### src/rtl/gpr_pkg.sv
package gpr_pkg;

  typedef enum logic [1:0] {
    LOCKED  = 2'd0,
    GOT_KEY1 = 2'd1,
    OPEN    = 2'd2
  } gprStateT;

  typedef struct packed {
    logic pageWr;
    logic routeWr;
  } gprStrobeT;

endpackage

### src/rtl/gpr_unlock_ctrl.sv
module gpr_unlock_ctrl
  import gpr_pkg::*;
#(
  parameter int ADDR_W = 8,
  parameter int DATA_W = 8,
  parameter int WINDOW = 4,
  parameter logic [ADDR_W-1:0] KEY_ADDR   = 8'h10,
  parameter logic [ADDR_W-1:0] PAGE_ADDR  = 8'h11,
  parameter logic [ADDR_W-1:0] ROUTE_ADDR = 8'h20,
  parameter logic [DATA_W-1:0] KEY_FIRST  = 8'hAA,
  parameter logic [DATA_W-1:0] KEY_SECOND = 8'h55
) (
  input  logic              clk,
  input  logic              rstN,
  input  logic [ADDR_W-1:0] busAddr,
  input  logic [DATA_W-1:0] busWdata,
  input  logic              busWe,
  input  logic              pageNow,
  output gprStrobeT         strobes
);

  localparam int CNT_W = $clog2(WINDOW + 1);

  gprStateT   state, stateNext;
  logic [CNT_W-1:0] winCnt, winCntNext;

  logic keyWr, pageHit, routeHit, guardedWr, grant;

  assign keyWr     = busWe && (busAddr == KEY_ADDR);
  assign pageHit   = busWe && (busAddr == PAGE_ADDR);
  assign routeHit  = busWe && (busAddr == ROUTE_ADDR) && pageNow;
  assign guardedWr = pageHit || routeHit;
  assign grant     = (state == OPEN) && guardedWr;

  always_comb begin
    stateNext  = state;
    winCntNext = winCnt;
    if (keyWr) begin
      if (busWdata == KEY_FIRST) begin
        stateNext = GOT_KEY1;
      end else if (state == GOT_KEY1 && busWdata == KEY_SECOND) begin
        stateNext  = OPEN;
        winCntNext = CNT_W'(WINDOW);
      end else begin
        stateNext = LOCKED;
      end
    end else if (state == OPEN) begin
      if (guardedWr || winCnt == CNT_W'(1)) begin
        stateNext = LOCKED;
      end else begin
        winCntNext = winCnt - CNT_W'(1);
      end
    end
  end

  always_ff @(posedge clk or negedge rstN) begin
    if (!rstN) begin
      state  <= LOCKED;
      winCnt <= '0;
    end else begin
      state  <= stateNext;
      winCnt <= winCntNext;
    end
  end

  assign strobes.pageWr  = grant && pageHit;
  assign strobes.routeWr = grant && routeHit;

  // the guard opens only right after the second key byte
  p_open_after_key_r2: assert property (@(posedge clk) disable iff (!rstN)
    (state == OPEN && $past(state) != OPEN) |->
      ($past(state) == GOT_KEY1 && $past(keyWr) && $past(busWdata) == KEY_SECOND));

  // a granted write always closes the guard
  p_single_grant_r4: assert property (@(posedge clk) disable iff (!rstN)
    (strobes.pageWr || strobes.routeWr) |=> state != OPEN);

  // an open window always has a live, bounded count
  p_window_bound_r6: assert property (@(posedge clk) disable iff (!rstN)
    state == OPEN |-> (winCnt != '0 && winCnt <= CNT_W'(WINDOW)));

  // a wrong key byte closes the guard
  p_bad_key_locks_r7: assert property (@(posedge clk) disable iff (!rstN)
    (keyWr && busWdata != KEY_FIRST && busWdata != KEY_SECOND) |=> state == LOCKED);

endmodule

### src/rtl/gpr_reg_file.sv
module gpr_reg_file
  import gpr_pkg::*;
#(
  parameter int ADDR_W = 8,
  parameter int DATA_W = 8,
  parameter logic [ADDR_W-1:0] PAGE_ADDR  = 8'h11,
  parameter logic [ADDR_W-1:0] ROUTE_ADDR = 8'h20
) (
  input  logic              clk,
  input  logic              rstN,
  input  logic [ADDR_W-1:0] busAddr,
  input  logic [DATA_W-1:0] busWdata,
  input  gprStrobeT         strobes,
  output logic [DATA_W-1:0] busRdata,
  output logic              pageQ,
  output logic [DATA_W-1:0] routeQ
);

  always_ff @(posedge clk or negedge rstN) begin
    if (!rstN) begin
      pageQ  <= 1'b0;
      routeQ <= '0;
    end else begin
      if (strobes.pageWr)  pageQ  <= busWdata[0];
      if (strobes.routeWr) routeQ <= busWdata;
    end
  end

  always_comb begin
    busRdata = '0;
    if (busAddr == PAGE_ADDR)                 busRdata = {{(DATA_W-1){1'b0}}, pageQ};
    else if (busAddr == ROUTE_ADDR && pageQ)  busRdata = routeQ;
  end

  // the page bit only moves on a granted strobe
  p_page_hold_r3: assert property (@(posedge clk) disable iff (!rstN)
    !strobes.pageWr |=> $stable(pageQ));

  // routing register only moves on a granted strobe
  p_route_hold_r10: assert property (@(posedge clk) disable iff (!rstN)
    !strobes.routeWr |=> $stable(routeQ));

  // routing strobe only while the alternate page is selected
  p_route_alt_page_r9: assert property (@(posedge clk) disable iff (!rstN)
    strobes.routeWr |-> pageQ);

  // never both guarded registers in one cycle
  p_one_strobe_r4: assert property (@(posedge clk) disable iff (!rstN)
    $onehot0({strobes.pageWr, strobes.routeWr}));

endmodule

### src/rtl/guarded_page_regs.sv
module guarded_page_regs
  import gpr_pkg::*;
#(
  parameter int ADDR_W = 8,
  parameter int DATA_W = 8,
  parameter int WINDOW = 4,
  parameter logic [ADDR_W-1:0] KEY_ADDR   = 8'h10,
  parameter logic [ADDR_W-1:0] PAGE_ADDR  = 8'h11,
  parameter logic [ADDR_W-1:0] ROUTE_ADDR = 8'h20,
  parameter logic [DATA_W-1:0] KEY_FIRST  = 8'hAA,
  parameter logic [DATA_W-1:0] KEY_SECOND = 8'h55
) (
  input  logic              clk,
  input  logic              rstN,
  input  logic [ADDR_W-1:0] busAddr,
  input  logic [DATA_W-1:0] busWdata,
  input  logic              busWe,
  output logic [DATA_W-1:0] busRdata,
  output logic              pageSel,
  output logic [DATA_W-1:0] pinRoute,
  output logic              pwmOnPin
);

  gprStrobeT strobes;
  logic      pageQ;
  logic [DATA_W-1:0] routeQ;

  gpr_unlock_ctrl #(
    .ADDR_W(ADDR_W), .DATA_W(DATA_W), .WINDOW(WINDOW),
    .KEY_ADDR(KEY_ADDR), .PAGE_ADDR(PAGE_ADDR), .ROUTE_ADDR(ROUTE_ADDR),
    .KEY_FIRST(KEY_FIRST), .KEY_SECOND(KEY_SECOND)
  ) u_ctrl (
    .clk(clk), .rstN(rstN), .busAddr(busAddr), .busWdata(busWdata),
    .busWe(busWe), .pageNow(pageQ), .strobes(strobes)
  );

  gpr_reg_file #(
    .ADDR_W(ADDR_W), .DATA_W(DATA_W),
    .PAGE_ADDR(PAGE_ADDR), .ROUTE_ADDR(ROUTE_ADDR)
  ) u_regs (
    .clk(clk), .rstN(rstN), .busAddr(busAddr), .busWdata(busWdata),
    .strobes(strobes), .busRdata(busRdata), .pageQ(pageQ), .routeQ(routeQ)
  );

  assign pageSel  = pageQ;
  assign pinRoute = routeQ;
  assign pwmOnPin = routeQ[1];

endmodule

### config.mk
export PLATFORM = sky130hd
export DESIGN_NAME = guarded_page_regs
export DESIGN_NICKNAME = d
export VERILOG_FILES = /design/src/rtl/gpr_pkg.sv /design/src/rtl/gpr_unlock_ctrl.sv /design/src/rtl/gpr_reg_file.sv /design/src/rtl/guarded_page_regs.sv
export SDC_FILE = /design/constraint.sdc
export NUM_CORES = 1
export LEC_CHECK = 0
export ABC_CLOCK_PERIOD_IN_PS = 5740
export BUFFER_PORTS_ARGS = -buffer_cell sky130_fd_sc_hd__buf_2
export CELL_PAD_IN_SITES_DETAIL_PLACEMENT = 1
export CELL_PAD_IN_SITES_GLOBAL_PLACEMENT = 1
export CORE_UTILIZATION = 38
export DETAILED_ROUTE_END_ITERATION = 8
export PLACE_DENSITY = 0.85
export REMOVE_ABC_BUFFERS = 1
export SLEW_MARGIN = 20
export SYNTH_ARGS = -nofsm -noshare
export SYNTH_HDL_FRONTEND = slang
export SYNTH_HIERARCHICAL = 1
export SYNTH_SLANG_ARGS = --single-unit
### constraint.sdc
create_clock -name clk -period 5.74 [get_ports clk]
set_clock_uncertainty 0.1 [all_clocks]
set_input_delay 0 -clock clk [delete_from_list [all_inputs] [get_ports clk]]
set_output_delay 0 -clock clk [all_outputs]
set_load 0.05 [all_outputs]
==> run_results.csv, run 1 <==
group,metric,value,unit
detailed_routing,ant_nets,0,
critical_path,cp.depth,5,
cells_and_area,antenna_cells,0,
cells_and_area,layout_commonest_cell,"buf_2",
sta,rsz0062_at_grt,"no",
placement,pre_cts_ws,3.203,ns
cts,post-cts-setup-buffers,0,
critical_path,critical_path_class,"reg2reg",
critical_path,critical_path.max_fanout,11,
cts,cts_root_buf,"clkbuf_4",
detailed_routing,vias_per_cell,5.643,
cells_and_area,area_growth,31.55,%
synth,synth_compound_area_share,7.086,%
synth,synth_xor_area_share,0,%
critical_path,crit_path_top_delay_cell,"dfrtp_1",
cells_and_area,fin_cells,157,
die,rows,17,
cts,cts_buffers,3,
sta,fmax,483.7,MHz
die,start_util,41.12,%
synth,synth_cell_types,33,
critical_path,cp.arrival,2.16,ns
synth,yosys-top-cells-area,"dfrtp_1 37%, mux2_2 11%, nor4_2 9.4%",
synth,syn_area,935.9,um2
power_and_ir_drop,vdd_drop_max,105.1,uV
synth,synth-seq-cells,14,
grt,antenna_found_initial,0,
grt,grt-ovfl-total,0,
critical_path,worstRegToRegCells,5,
sta,fin_crit_sh,36.02,%
sta,fin_setup_tns,0,ns
placement,hpwlAfterDp,2023,um
detailed_routing,drc,0,
cells_and_area,fillers,266,
die,die_h,51.63,um
cts,cts_buffer_depth,2,
critical_path,max_stage_delay,0.50,ns
sta,finalSetupViolCount,0,
cts,cts_tree,"yes",
detailed_routing,drt-initial-drc-count,5,
sta,finalWorstPathRequiredPeriod,2.067,ns
synth,synthCells,88,
grt,grtUsageTotal,24.57,%
die,core,2276,um2
die,io_pins,37,
worst_hold_path,min_path_type,"in2async",
cells_and_area,fin_nets,152,
critical_path,crit_family,"simple AND/OR/NAND/NOR gates",
critical_path,r2r_slack,3.67,ns
power_and_ir_drop,leakagePower,0.6047,nW
grt,grt_pass1_wl,4678,um
power_and_ir_drop,p_per_area,144.3,nW/um2
cts,worstSkewPairLatency,0.28,ns
synth,synth_fa_ha_area_share,2.674,%
cts,cts.clk_slew.worst_paths,0.08,ns
synth,synthSimpleGateAreaFrac,36.76,%
critical_path,crit_required,5.83,ns
synth,yosysTopAreaCell,"dfrtp_1",
synth,synth-seq-area-share,37.43,%
sta,hold_viol,0,
grt,grt_max_degree,15,
cts,cts-htree-levels,1,
sta,tightest_slew,0.6435,ns
critical_path,worstReg2RegEnd,"u_ctrl/winCnt[1]",
synth,synth_top_area_share,37.43,%
detailed_routing,first_pass_iters,4,
cts,cts.sink_count,14,
sta,drv_slew,0,
cells_and_area,drive_gt1_share,51.16,%
synth,avgSynthCellArea,10.64,um2
flow_run,drv_cap,0,
synth,yosysWarnings,6,
critical_path,end_kind,"flip-flop",
placement,io_buffers,36,
critical_path,rr_startpoint,"u_regs/pageQ",
cts,cts_hold_buf,9,
critical_path,crit_buf_inv,0,
power_and_ir_drop,power.total,0.1777,mW
placement,gp_congestion,0.6983,
critical_path,setup.worst_path.start_class,"flip-flop",
outcome,status,"finished, final reports clean",
die,die_w,51.63,um
sta,worst_slack,3.673,ns
grt,grt_pass1_vias,940,
cells_and_area,final_cell_mix,"36 x buf_2, 14 x dfrtp_1, 10 x nand2_1",
sta,relSlewSlack,56.87,%
placement,placed_cells,145,
die,dieArea,2665,um2
critical_path,worstPathCellList,"nand4bb_1, a211oi_1, or3_1, or3b_2, o21ai_0",
cts,ctsResizeCount,0,
synth,muxShareOfSynthArea,10.83,%
detailed_routing,num_vias,886,
detailed_routing,wl,2867,um
detailed_routing,wl_per_cell,18.26,um
synth,synth_top_family_by_area,"simple AND/OR/NAND/NOR gates",
cells_and_area,fin_util,54.10,%
## cell families (layout without fill, tap and decap cells)
family / count (synthesis) / in the layout
adders and majority gates: 2 / 2
muxes: 9 / 9
buffers and inverters: 10 / 51
and+or+nand+nor: 44 / 44
AOI/OAI and AO/OA: 9 / 9
DFF: 14 / 14
## worst max path at each step
stage / slack (ns) / startpoint / to
finish: 3.67 / u_regs/pageQ / u_ctrl/winCnt[1]
global route: 3.50 / u_regs/pageQ / u_ctrl/winCnt[1]
CTS: 3.47 / busAddr[1] / u_regs/routeQ[3]
detailed placement: 3.20 / busAddr[1] / u_regs/routeQ[3]
global placement: 3.25 / busAddr[1] / u_regs/routeQ[3]
floorplan: 3.57 / u_regs/pageQ / u_regs/routeQ[1]
## registers in the layout (all words and copies together) (netlist names)
| signal | flops |
|---|---|
| u_regs/routeQ | 8 |
| u_ctrl/state | 2 |
| u_ctrl/winCnt | 3 |
| u_regs/pageQ | 1 |
## metal layers
metal	share of wire (%)	vias up	GRT usage, %	wire length, um
li1	-	407	-	-
met1	41	433	28.68	1186
met2	50	35	43.29	1443
met3	4.7	11	4.678	134
met4	3.6	0	10.81	102
met5	0	-	0	0
## synth_stat cells, drive strengths merged
| cell | count |
|---|---|
| o22a | 1 |
| nor2b | 2 |
| o211a | 1 |
| or4b | 1 |
| nand4b | 1 |
| inv | 3 |
| or4 | 2 |
| mux2 | 9 |
| nand2 | 10 |
| buf | 2 |
| nand3 | 2 |
| dfrtp | 14 |
| or3 | 1 |
| a21oi | 1 |
| nand4bb | 1 |
| ha | 2 |
| or2 | 3 |
| and3b | 1 |
| clkbuf | 5 |
| nor4bb | 5 |
| a21bo | 1 |
| nor4 | 8 |
| o21ai | 4 |
| a211oi | 1 |
| nor2 | 1 |
| nor4b | 1 |
| nor3 | 1 |
| nand2b | 2 |
| or3b | 2 |
## power breakdown
group	leakage, nW	internal, mW	switching (mW)
Sequential	0.185	0.0986	0.0000634
Combinational	0.406	0.0118	0.0124
Clock	0.0138	0.0243	0.0305
Total	0.605	0.135	0.0429
## metrics by stage
stage | cell area, um2 | hold WS (ns)
2_1_floorplan | 898.4 | -0.3956
3_3_place_gp | 1114 | -0.1879
3_5_place_dp | 1114 | -0.1918
4_1_cts | 1226 | 0.04165
5_1_grt | 1231 | 0.05456
6_report | 1231 | 0.03960
## final cells by class
type                       count  area, um2  share of cell area [%]
clock buffer                   3      22.52                   1.829
inverter                       3      11.26                  0.9146
multi-input combinational     64      541.8                   44.00
sequential                    14      350.3                   28.46
tap                           28      35.03                   2.846
timing repair buffer          45      270.3                   21.95
(Power assumes the default switching activity.)
==> run 2: changes to the inputs <==
--- a/config.mk
+++ b/config.mk
@@ -5,13 +5,14 @@
 export SDC_FILE = /design/constraint.sdc
 export NUM_CORES = 1
 export LEC_CHECK = 0
-export ABC_CLOCK_PERIOD_IN_PS = 5740
+export ABC_AREA = 1
+export ABC_CLOCK_PERIOD_IN_PS = 1800
 export BUFFER_PORTS_ARGS = -buffer_cell sky130_fd_sc_hd__buf_2
 export CELL_PAD_IN_SITES_DETAIL_PLACEMENT = 1
 export CELL_PAD_IN_SITES_GLOBAL_PLACEMENT = 1
-export CORE_UTILIZATION = 38
+export CORE_UTILIZATION = 31
 export DETAILED_ROUTE_END_ITERATION = 8
-export PLACE_DENSITY = 0.85
+export PLACE_DENSITY = 0.76
 export REMOVE_ABC_BUFFERS = 1
 export SLEW_MARGIN = 20
 export SYNTH_ARGS = -nofsm -noshare
==> constraint.sdc (replaced) <==
create_clock -name clk -period 1.8 [get_ports clk]
set_clock_uncertainty 0.1 [all_clocks]
set_input_delay 0 -clock clk [delete_from_list [all_inputs] [get_ports clk]]
set_output_delay 0 -clock clk [all_outputs]
set_load 0.05 [all_outputs]
==> run_results.csv, run 2 <==
group,metric,value,unit
outcome,status,"finished, final reports clean",
synth,synth_top_family_by_area,"simple AND/OR/NAND/NOR gates",
placement,hpwlAfterDp,2510,um
cts,cts_tree,"yes",
placement,io_buffers,36,
critical_path,rr_startpoint,"u_ctrl/state[1]",
worst_hold_path,min_path_type,"in2async",
sta,finalSetupViolCount,0,
power_and_ir_drop,p_per_area,414.0,nW/um2
detailed_routing,vias_per_cell,4.498,
synth,yosysMostFrequentCell,"nand2_1",
sta,hold_slack,0.05899,ns
synth,syn_area,1086,um2
cts,worstSkewPairLatency,0.27,ns
cells_and_area,regMostFlops,"u_regs/routeQ",
synth,synth_fa_ha_area_share,2.304,%
die,io_pins,37,
synth,synth_edf_count,0,
sta,relSlewSlack,77.35,%
placement,gp_congestion,0.7569,
power_and_ir_drop,leakagePower,0.8093,nW
sta,fmax,635.6,MHz
grt,antenna_found_initial,0,
sta,drv_slew,0,
cts,cts_root_buf,"clkbuf_4",
synth,synth_common_cells,"27 x nand2_1, 23 x nor2_1, 20 x inv_1",
critical_path,crit_path_top_delay_cell,"dfrtp_1",
grt,met3_usage,2.521,%
sta,rsz0062_at_grt,"no",
sta,finalWorstPathRequiredPeriod,1.573,ns
sta,fin_crit_sh,87.41,%
critical_path,worstPathCellList,"buf_4, nand3_4, nor2_8, nand2_4, nor2_1, buf_2",
synth,synth-seq-cells,14,
cells_and_area,fin_util,43.34,%
grt,grt_max_degree,15,
critical_path,r2r_slack,0.25,ns
synth,async_reset_ff_share,100.0,%
synth,synth_top_area_share,32.26,%
critical_path,cp.arrival,1.47,ns
grt,grt_pass1_vias,1149,
sta,tightest_slew,0.3397,ns
cells_and_area,largest_reg_flops,8,
sta,hold_viol,0,
synth,synth_xor_area_share,0.8065,%
grt,grtUsageTotal,18.14,%
synth,yosys_most_used_dff,"dfrtp_1",
synth,yosysWarnings,6,
cts,ctsResizeCount,0,
grt,use_met2,35.87,%
placement,pre_cts_ws,0.2609,ns
cts,cts.sink_count,14,
synth,synth_compound_area_share,2.074,%
cts,cts.clk_slew.worst_paths,0.09,ns
detailed_routing,wl,3065,um
critical_path,worstRegToRegCells,6,
synth,synthSimpleGateAreaFrac,43.09,%
detailed_routing,num_vias,1057,
detailed_routing,ant_nets,0,
cells_and_area,drive_gt1_share,37.04,%
die,rows,21,
critical_path,endpoint,"busRdata[5]",
die,dieArea,3744,um2
critical_path,critical_path.max_fanout,7,
detailed_routing,drc,0,
cells_and_area,fin_nets,212,
critical_path,max_stage_delay,0.36,ns
synth,synthCells,140,
synth,yosys-top-cells-area,"dfrtp_1 32%, mux2_1 9.3%, nand2_1 9.3%",
power_and_ir_drop,vdd_drop_max,152.3,uV
synth,avgSynthCellArea,7.757,um2
cells_and_area,area_growth,33.18,%
power_and_ir_drop,power.total,0.5989,mW
die,start_util,32.55,%
cells_and_area,final_cell_mix,"36 x buf_2, 27 x nand2_1, 23 x nor2_1",
detailed_routing,drt-initial-drc-count,16,
synth,synth-seq-area-share,32.26,%
flow_run,drv_cap,0,
synth,yosysTopAreaCell,"dfrtp_1",
grt,busiest_layer,"met2",
die,core,3337,um2
grt,grt_pass1_wl,5037,um
sta,worst_slack,0.2267,ns
cells_and_area,layout_commonest_cell,"buf_2",
grt,met1_usage,20.31,%
critical_path,critical_path_class,"reg2out",
critical_path,end_kind,"output pin",
die,die_h,61.19,um
cells_and_area,top_regs,"u_regs/routeQ x8, u_ctrl/winCnt x3, u_ctrl/state x2",
cts,cts_buffers,3,
critical_path,worstReg2RegEnd,"u_regs/routeQ[4]",
synth,synth_cell_types,24,
detailed_routing,first_pass_iters,3,
synth,muxShareOfSynthArea,9.332,%
critical_path,crit_required,1.70,ns
grt,grt-ovfl-total,0,
critical_path,setup.worst_path.start_class,"flip-flop",
die,die_w,61.19,um
cells_and_area,antenna_cells,0,
cts,cts_buffer_depth,2,
critical_path,crit_start,"u_regs/pageQ",
sta,fin_setup_tns,0,ns
detailed_routing,wl_per_cell,13.04,um
cts,cts-htree-levels,1,
[run 2: changes by cell type after synthesis, sizes merged, moves of 4 or more]
cell    before  now
nand2       10   33
nand3        2   13
clkbuf       5    0
nand4        0    4
nor4         8    1
nor2         1   31
inv          3   26
nor4bb       5    0
[run 2: what timing repair did]
| action | CTS | global route |
|---|---|---|
| hold endpoints to repair | 24 | 0 |
| setup buffers | 0 | 0 |
| hold buffers | 9 | 0 |
[run 2: final cells by class]
cell class | count | area (um2)
fill | 449 | 1891
multi-input combinational | 98 | 625.6
sequential | 14 | 350.3
timing repair buffer | 48 | 292.8
inverter | 26 | 97.59
tap | 46 | 57.56
clock buffer | 3 | 22.52
[run 2: kinds of logic (layout without fill, tap and decap cells)]
logic type	count (synthesis)	count (layout)
multiplexers	9	9
XOR/XNOR	1	1
adder cells (fa/ha/maj)	2	2
flip-flops	14	14
AND/OR/NAND/NOR	83	83
AO/OA/AOI/OAI	3	3
buffers and inverters	28	77
[run 2: critical path: cells and delay by family (launching register included)]
kind / cells / cell delay [ns]
simple gates: 4 / 0.42
buf+inv: 2 / 0.42
flops: 1 / 0.36
[run 2: per-stage QoR]
step / instances / area (um2)
detailed placement: 223 / 1334
floorplan: 138 / 1074
finish: 235 / 1446
global placement: 223 / 1334
CTS: 235 / 1446
global route: 235 / 1446
[run 2: how the worst min path moves through the flow]
stage / endpoint / slack (ns) / cells after the start
2_1_floorplan: u_ctrl/state[0] / -0.40 / 0
3_3_place_gp: u_regs/routeQ[4] / -0.19 / 1
3_5_place_dp: u_regs/routeQ[4] / -0.18 / 1
4_1_cts: u_regs/routeQ[3] / 0.06 / 2
5_1_grt: u_regs/routeQ[3] / 0.07 / 2
6_report: u_regs/routeQ[3] / 0.06 / 2
[run 2: report_power, final]
part / switching [mW] / internal [mW]
Combinational: 0.0605 / 0.0429
Clock: 0.100 / 0.0775
Sequential: 0.00159 / 0.316
Total: 0.162 / 0.437
[run 2: layer usage]
metal / part of all wire (%) / vias to the layer above
li1: - / 533
met1: 41 / 505
met2: 56 / 17
met3: 2.3 / 2
met4: 0.36 / 0
met5: 0 / -
==> run 3: changes to the inputs <==
--- a/config.mk
+++ b/config.mk
@@ -10,9 +10,10 @@
 export BUFFER_PORTS_ARGS = -buffer_cell sky130_fd_sc_hd__buf_2
 export CELL_PAD_IN_SITES_DETAIL_PLACEMENT = 1
 export CELL_PAD_IN_SITES_GLOBAL_PLACEMENT = 1
-export CORE_UTILIZATION = 31
+export CORE_UTILIZATION = 33
+export CTS_BUF_LIST = sky130_fd_sc_hd__clkbuf_4
 export DETAILED_ROUTE_END_ITERATION = 8
-export PLACE_DENSITY = 0.76
+export PLACE_DENSITY = 0.8
 export REMOVE_ABC_BUFFERS = 1
 export SLEW_MARGIN = 20
 export SYNTH_ARGS = -nofsm -noshare
==> run_results.csv, run 3 (synthesis gave the netlist of run 2 again) <==
group,metric,value,unit
detailed_routing,wl_per_cell,13.12,um
sta,fmax,623.1,MHz
cells_and_area,final_area,1448,um2
die,core,3078,um2
detailed_routing,ant_nets,0,
sta,tightest_slew,0.3313,ns
critical_path,crit_buf_inv,2,
power_and_ir_drop,p_per_area,418.4,nW/um2
cts,cts_root_buf,"clkbuf_4",
cells_and_area,largest_reg_flops,8,
cts,cts-htree-levels,1,
cells_and_area,drive_gt1_share,36.84,%
sta,fin_crit_sh,89.17,%
power_and_ir_drop,vdd_drop_max,272.8,uV
cells_and_area,fin_util,47.03,%
critical_path,crit_path_top_delay_cell,"dfrtp_1",
detailed_routing,drt-initial-drc-count,20,
placement,placed_cells,221,
detailed_routing,first_pass_iters,4,
cells_and_area,area_growth,33.30,%
critical_path,max_stage_delay,0.36,ns
cells_and_area,fin_nets,212,
placement,pre_cts_ws,0.3203,ns
die,rows,20,
cells_and_area,antenna_cells,0,
cells_and_area,final_cell_mix,"36 x buf_2, 27 x nand2_1, 23 x nor2_1",
cells_and_area,fin_cells,234,
placement,place_area,1331,um2
grt,grt_pass1_vias,1157,
cts,cts_buffer_depth,2,
detailed_routing,vias_per_cell,4.543,
cts,cts.sink_count,14,
critical_path,setup.worst_path.start_class,"flip-flop",
grt,grt_max_degree,15,
die,dieArea,3524,um2
detailed_routing,wl,3071,um
power_and_ir_drop,leakagePower,0.8108,nW
sta,finalSetupViolCount,0,
die,die_w,59.37,um
cts,worstSkewPairLatency,0.28,ns
cts,cts_tree,"yes",
placement,gp_congestion,0.7973,
sta,hold_slack,0.07057,ns
die,io_pins,37,
worst_hold_path,min_path_type,"in2reg",
cts,cts.clk_slew.worst_paths,0.08,ns
sta,relSlewSlack,77.91,%
cells_and_area,fillers,415,
critical_path,crit_required,1.70,ns
critical_path,worstPathCellList,"buf_4, nand3_4, nor2_8, nand2_4, nor2_1, buf_2",
cells_and_area,top_regs,"u_regs/routeQ x8, u_ctrl/winCnt x3, u_ctrl/state x2",
sta,rsz0062_at_grt,"no",
placement,io_buffers,36,
grt,antenna_found_initial,0,
sta,hold_viol,0,
critical_path,end_kind,"output pin",
critical_path,worstRegToRegCells,6,
placement,hpwlAfterDp,2377,um
critical_path,cp.depth,6,
grt,grt_pass1_wl,5223,um
cells_and_area,layout_commonest_cell,"buf_2",
cts,cts_buffers,3,
worst_hold_path,holdPathStages,4,
sta,worst_slack,0.1950,ns
cells_and_area,regMostFlops,"u_regs/routeQ",
critical_path,critical_path.max_fanout,7,
grt,grt-ovfl-total,0,
sta,drv_slew,0,
detailed_routing,drc,0,
critical_path,crit_family,"simple AND/OR/NAND/NOR gates",
die,die_h,59.37,um
critical_path,critical_path_class,"reg2out",
outcome,status,"finished, final reports clean",
detailed_routing,num_vias,1063,
sta,finalWorstPathRequiredPeriod,1.605,ns
grt,grtUsageTotal,20.53,%
cts,post-cts-setup-buffers,0,
die,start_util,35.28,%
flow_run,drv_cap,0,
critical_path,cp.arrival,1.51,ns
[run 3: cell types whose count changed in the layout (fill, tap and decap cells not counted), sizes merged]
cell	before	now
clkinv	0	1
[run 3: metal layers]
layer	global-route usage, %	routed length, um	vias up
li1	-	-	533
met1	21.80	1236	511
met2	39.65	1708	15
met3	4.585	92	4
met4	6.122	34	0
met5	0	0	-
[run 3: final timing paths]
kind | to | slack [ns] | from
setup / recovery | busRdata[3] | 0.19 | u_regs/pageQ
hold reg to reg | u_ctrl/winCnt[1] | 0.42 | u_ctrl/winCnt[1]
min in group asynchronous | u_ctrl/state[0] | 0.11 | rstN
setup reg to reg | u_regs/routeQ[6] | 0.31 | u_ctrl/state[1]
max in group asynchronous | u_regs/routeQ[4] | 1.25 | rstN
hold / removal | u_ctrl/state[0] | 0.07 | busWe
[run 3: power breakdown]
group / switching, mW / total (mW) / internal (mW)
clock network: 0.103 / 0.184 / 0.0805
registers: 0.00172 / 0.318 / 0.316
logic: 0.0609 / 0.104 / 0.0430
total: 0.166 / 0.606 / 0.440
[run 3: final cells by class]
class	count	area, um2	share of cell area (%)
Clock buffer	3	22.52	1.556
Timing Repair Buffer	48	292.8	20.22
Inverter	26	97.59	6.742
Clock inverter	1	3.754	0.2593
Sequential cell	14	350.3	24.20
Tap cell	44	55.05	3.803
Multi-Input combinational cell	98	625.6	43.22
[run 3: through the flow]
stage,total power [mW],setup TNS (ns)
finish,0.6056,0
CTS,0.6137,0
global route,0.6325,0
floorplan,0.3648,-1.748
global placement,0.4083,0
detailed placement,0.4132,0
[run 3: tightest hold or removal path, stage by stage]
cell     delay (ns)
buf_2          0.13
nand3_2        0.09
nor2_4         0.05
o21ai_0        0.15
[run 3: timing repair]
action / CTS / global route
hold buffers: 9 / 0
hold endpoints to repair: 24 / 0
setup endpoints to repair: 0 / 0
resized for setup: 0 / 0
